`src/rtl/dbell_mbox.sv`:
```
module dbell_mbox #(
  parameter int NCH    = 2,
  parameter int NDB    = 31,
  parameter int AW     = 15,
  parameter int DW     = 32,
  parameter int STRIDE = 'h4000,
  parameter int RXOFF  = 'h40
) (
  input  logic                clk,
  input  logic                rst_n,
  input  logic                a_req,
  input  logic                a_we,
  input  logic [AW-1:0]       a_addr,
  input  logic [DW-1:0]       a_wdata,
  output logic [DW-1:0]       a_rdata,
  output logic [NCH-1:0]      irq,
  input  logic [NCH*NDB-1:0]  r_raise,
  input  logic [NCH*NDB-1:0]  r_ack,
  output logic [NCH*NDB-1:0]  r_tx_pend
);
  localparam int NB = NCH * NDB;

  logic [NB-1:0] tx_q, rx_q, set_v, clr_v;
  logic [DW-1:0] rd_ch [NCH];
  logic [DW-1:0] rd_v;
  wire wr = a_req & a_we;
  wire rd = a_req & ~a_we;

  for (genvar c = 0; c < NCH; c++) begin : g_ch
    localparam int TXB = (NCH - 1 - c) * STRIDE;
    localparam int RXB = TXB + RXOFF;
    wire [NDB-1:0] txs = tx_q[c*NDB +: NDB];
    wire [NDB-1:0] rxs = rx_q[c*NDB +: NDB];

    assign set_v[c*NDB +: NDB] = (wr && a_addr == AW'(TXB))      ? a_wdata[NDB-1:0] : '0;
    assign clr_v[c*NDB +: NDB] = (wr && a_addr == AW'(RXB + 12)) ? a_wdata[NDB-1:0] : '0;
    assign irq[c] = |rxs;
    assign rd_ch[c] = (a_addr == AW'(TXB + 4)) ? DW'(txs) :
                      (a_addr == AW'(RXB + 8)) ? DW'(rxs) : '0;
  end

  always_comb begin
    rd_v = '0;
    for (int c = 0; c < NCH; c++) rd_v = rd_v | rd_ch[c];
  end

  always_ff @(posedge clk) begin
    if (!rst_n) begin
      tx_q    <= '0;
      rx_q    <= '0;
      a_rdata <= '0;
    end else begin
      tx_q    <= (tx_q & ~r_ack) | set_v;
      rx_q    <= (rx_q & ~clr_v) | r_raise;
      a_rdata <= rd ? rd_v : '0;
    end
  end

  assign r_tx_pend = tx_q;
endmodule

```
`config.mk`:
```
export PLATFORM = sky130hd
export DESIGN_NAME = dbell_mbox
export DESIGN_NICKNAME = d
export VERILOG_FILES = /design/src/rtl/dbell_mbox.sv
export SDC_FILE = /design/constraint.sdc
export NUM_CORES = 1
export LEC_CHECK = 0
export BUFFER_PORTS_ARGS = -buffer_cell sky130_fd_sc_hd__buf_4
export CAP_MARGIN = 20
export CELL_PAD_IN_SITES_DETAIL_PLACEMENT = 2
export CELL_PAD_IN_SITES_GLOBAL_PLACEMENT = 2
export CORE_MARGIN = 1.5
export CORE_UTILIZATION = 25
export CTS_CLUSTER_SIZE = 16
export DETAILED_ROUTE_END_ITERATION = 12
export MAX_ROUTING_LAYER = met4
export PLACE_DENSITY_LB_ADDON = 0.1
export SLEW_MARGIN = 20
export SYNTH_ARGS = -nofsm -noshare
export SYNTH_HDL_FRONTEND = slang
export SYNTH_SLANG_ARGS = --single-unit
```
`constraint.sdc`:
```
create_clock -name clk -period 3.8 [get_ports clk]
set_clock_uncertainty 0.1 [all_clocks]
set_input_delay 0.76 -clock clk [delete_from_list [all_inputs] [get_ports clk]]
set_output_delay 0.76 -clock clk [all_outputs]
set_load 0.01 [all_outputs]
```
---- After elaboration in Yosys (flattened, before gate mapping) ----
Index checks and enable logic that the tools add are counted.
storage, ports and cells
  logic and storage cells ................. 36
  register bits ........................... 156
  output and inout bits ................... 96
operators by class
  bitwise logic cells ..................... 10
  reductions and logical operators ........ 8
  equality and inequality tests ........... 7
  muxes and demuxes ....................... 8
operator list
  operator                                                                 count
  31-bit two-way mux                                                       8
  62-bit AND                                                               2
  62-bit inverter                                                          2
  62-bit OR                                                                2
  31-bit OR reduction                                                      2
  15-bit equality test (second input constant)                             4
  31-bit OR                                                                1
  15-bit by 7-bit equality test with 1-bit output (second input constant)  2
  15-bit by 3-bit equality test with 1-bit output (second input constant)  1
  15-bit logical NOT                                                       1
  1-bit logical AND                                                        4
  1-bit AND                                                                2
  2-bit AND reduction                                                      1
  1-bit inverter                                                           1

---- Logic depth before layout (Yosys ltp) ----
  depth after elaboration ................. 6
  mapped depth ............................ 6

---- Least setup slack after synthesis ----
No wires, ideal clock.
  path type ............................... input to register
  start point ............................. in a_addr[11]
  end point ............................... reg tx_q[34] (netlist: r_tx_pend[34])
  data arrival time ....................... 2.207 ns
  stages .................................. 5
  path buffers ............................ 1
  library setup time ...................... 0.061 ns
  slack ................................... 1.432 ns
  cells stage by stage .................... or4_4 -> nor3b_2 -> nor4b_4 -> buf_6 -> a32o_1
between the ends
  word-level cells in the longest chain between the ends .. 4
RTL lines
  element               line  RTL
  from (decl)           13    input logic [AW-1:0] a_addr,
  15-bit logical NOT    35    assign set_v[c*NDB +: NDB] = (wr && a_addr == AW'(TXB)) ? a_wdata[NDB-1:0] : '0;
  1-bit logical AND     35
  31-bit two-way mux    35
  62-bit OR             53    tx_q <= (tx_q & ~r_ack) | set_v;
  to (signal assigned)  53
  to (decl)             23    logic [NB-1:0] tx_q, rx_q, set_v, clr_v;
No other way between the ends.
A chain may end at the register's enable or synchronous reset.

---- Worst setup path in the final report ----
  start point ............................. reg rx_q[41]
  end point ............................... out irq[1]
between the ends
  word-level cells in the longest chain between the ends .. 1
RTL lines
  element                 line  RTL
  from (decl)             23
  from (signal assigned)  54    rx_q <= (rx_q & ~clr_v) | r_raise;
  31-bit OR reduction     37    assign irq[c] = |rxs;
  to (decl)               16    output logic [NCH-1:0] irq,
No other way between the ends.

==> results.cfg <==
[synthesis]
muxShareOfSynthArea = 0.0966
synth_compound_area_frac = 0.236
synth_top_area_cell = dfxtp_1
synth.area.top_cells = dfxtp_1 (48%), mux2i_1 (9.7%), a41oi_1 (8.5%)
syn_nets = 855
synthFlopType = dfxtp_1
synth.most_common_cell = dfxtp_1
yosysSeqAreaShare = 0.483
synth_commonest_cells = dfxtp_1 (155), inv_1 (93), o21ai_0 (93)
synth_xor_area_frac = 0
synth_top_family_by_area = compound AO/OA/AOI/OAI gates
netlist_area_um2 = 6420
synth-edff-count = 0
ys_ff_latch = 155
synth_top_area_frac = 0.483
yosys_warnings = 0
synthSimpleGateAreaFrac = 0.0968
netlist_instances = 680
avgSynthCellArea_um2 = 9.44
synthAdderAreaFrac = 0
synth_cell_types = 27
synthArstFlopShare = 0

[setup_path]
r2r.worst_path.cells = 2
crit_arrival_ps = 2110
crit_required_ps = 2940
r2r-end = rx_q[1]
worst-path-max-fanout = 3
cpMaxStageDelayCell = or4_1
reg2reg_from = rx_q[1]
reg2reg_slack_ps = 2810
cp_num_buf_inv = 1
crit_family = simple AND/OR/NAND/NOR gates
timing.critical_path.to_type = output pin
critPathMaxStageDelay_ps = 560
crit_path_start_kind = flop
path_cells = or4_1 > nor4_1 > nand4_1 > buf_4
path_class = reg2out

[sta]
max-slew-margin-rel = 0.512
rsz0062_at_grt = no
setup_tns_ps = 0
tightest_slew_ps = 722
drv_slew = 0
layout_min_cycle_time_ps = 2970
fmax_mhz = 336
fin_crit_sh = 0.783
finalSetupViolCount = 0
final-hold-violation-count = 0

[cts]
cts_tree = done
cts-resized-gates = 0
cts_setup_buffers = 0
cts_sinks = 155
htree_num_levels = 4
numCtsBuffers = 17
clk_latency_ps = 430
clkSlewWorstSetupHoldPaths_ps = 70
cts_root_buf = clkbuf_16
clock_path_buffers = 2
hold_buffers = 0

[detailed_routing]
initialDrtViolationCount = 214
viasPerCell = 5.09
dr.pass1.iters = 4
drt-total-wl_mm = 28.1
vias = 6497
detail-route-antenna-nets = 0
route.detailed.drc = 0
wire_per_inst_um = 22.0

[place]
dp.cells = 1245
dp_hpwl_mm = 20.3
routabilityCongestion = 0.745
io_buffers = 268

[finish]
drive_gt1_frac = 0.336
final_cells = 1277
nets = 1109
multi_input_area_um2 = 2780
regArea_um2 = 3100
fillers = 2778
area_growth_pct = 46.8

[pwr]
comb_power_share = 0.091
max-vdd-ir-drop_mv = 0.227
power.switching_w = 0.000949
pwr-share-clk = 0.471
switching_share = 0.242
p_leak_nw = 4.21
seq_power_share = 0.438
p_int_w = 0.00297
p_per_area_nw_per_um2 = 416

[floorplan]
start_util = 0.255
core_um2 = 25200
die_w_um = 163
pin_count = 271
rows = 58
dieArea_um2 = 26700
die-height_um = 163

[job]
drv_cap = 0

[hold_path]
hp-class = reg2reg
whs_path_depth = 2
min_from = r_tx_pend[13]
holdPathEnd = r_tx_pend[13]

[global_routing]
grt_first_pass_wirelength_mm = 42.7
grt_usage = 0.220
grt_overflow = 0
antenna_found_initial = 1
grt_max_degree = 67
grt_pass1_vias = 7311

[run_status]
status = completed
-- per-stage QoR --
step | power [W] | cell area, um2 | utilization | hold slack (ps) | worst slack [ps]
finish | 0.00392 | 9430 | 0.374 | 414 | 826
global route | 0.00407 | 9430 | 0.374 | 445 | 747
CTS | 0.00397 | 9420 | 0.374 | 420 | 699
detailed placement | 0.00211 | 8800 | 0.350 | 408 | 760
global placement | 0.00209 | 8800 | 0.350 | 394 | 924
floorplan | 0.00187 | 6420 | - | 421 | 1430
-- how the worst max path moves through the flow --
stage / slack (ps) / endpoint / depth (start not counted) / startpoint
floorplan: 1430 / r_tx_pend[34] / 5 / a_addr[11]
finish: 830 / irq[1] / 4 / rx_q[41]
global route: 750 / irq[1] / 4 / rx_q[41]
detailed placement: 760 / r_tx_pend[23] / 5 / a_addr[1]
CTS: 700 / irq[1] / 4 / rx_q[41]
global placement: 920 / r_tx_pend[7] / 5 / a_addr[4]
-- per-layer routing --
metal  vias to the layer above  share of wire  track usage
met3                        19          0.052       0.0503
met1                      3282           0.40        0.238
met5                         -              0            -
met4                         0          0.012       0.0609
li1                       3019              -            -
met2                       177           0.53        0.399
-- sequential cells by signal (all words and copies together) (netlist names) --
name	count
rx_q	62
a_rdata	31
r_tx_pend	62
-- layout make-up --
type / instances / share of cell area
clock buffers: 19 / 0.0459
diodes: 1 / 0.000265
flip-flops and latches: 155 / 0.329
clock inverters: 12 / 0.0199
inverters: 93 / 0.0370
multi-input cells: 383 / 0.295
well taps: 330 / 0.0438
repair buffers: 284 / 0.229
-- tightest hold or removal path: cells and delay by family (launching register included) --
kind	cells	cell delay [ps]
and+or+nand+nor	1	80
DFF	1	320
AOI/OAI and AO/OA	1	70
-- cells by family (layout without fill, tap and decap cells) --
group / count (synthesis) / after routing
buffers and inverters: 142 / 408
muxes: 62 / 62
other: 1 / 2
AOI/OAI and AO/OA: 217 / 217
and+or+nand+nor: 103 / 103
DFF: 155 / 155
-- cell usage in the layout, fill, tap and decap left out, types with 3 or more instances in the layout --
cell type	netlist	final
a32o_1	31	31
a41oi_1	62	62
buf_4	1	282
bufinv_16	0	4
clkbuf_16	0	17
clkinvlp_4	0	4
dfxtp_1	155	155
inv_1	93	93
inv_6	0	3
mux2i_1	62	62
nand2_1	35	35
nand3b_1	31	31
nand4_1	5	5
nor2_1	5	3
nor4_1	15	15
o21ai_0	93	93
o22ai_1	31	31
-- power by group through the flow --
stage	combinational, W	clock, W	sequential [W]
2_1_floorplan	0.000141	0	0.00173
3_3_place_gp	0.000342	0	0.00175
3_5_place_dp	0.000359	0	0.00175
4_1_cts	0.000363	0.00189	0.00171
5_1_grt	0.000391	0.00196	0.00172
6_report	0.000357	0.00185	0.00171
No activity file was read; power rests on OpenSTA's default activity.
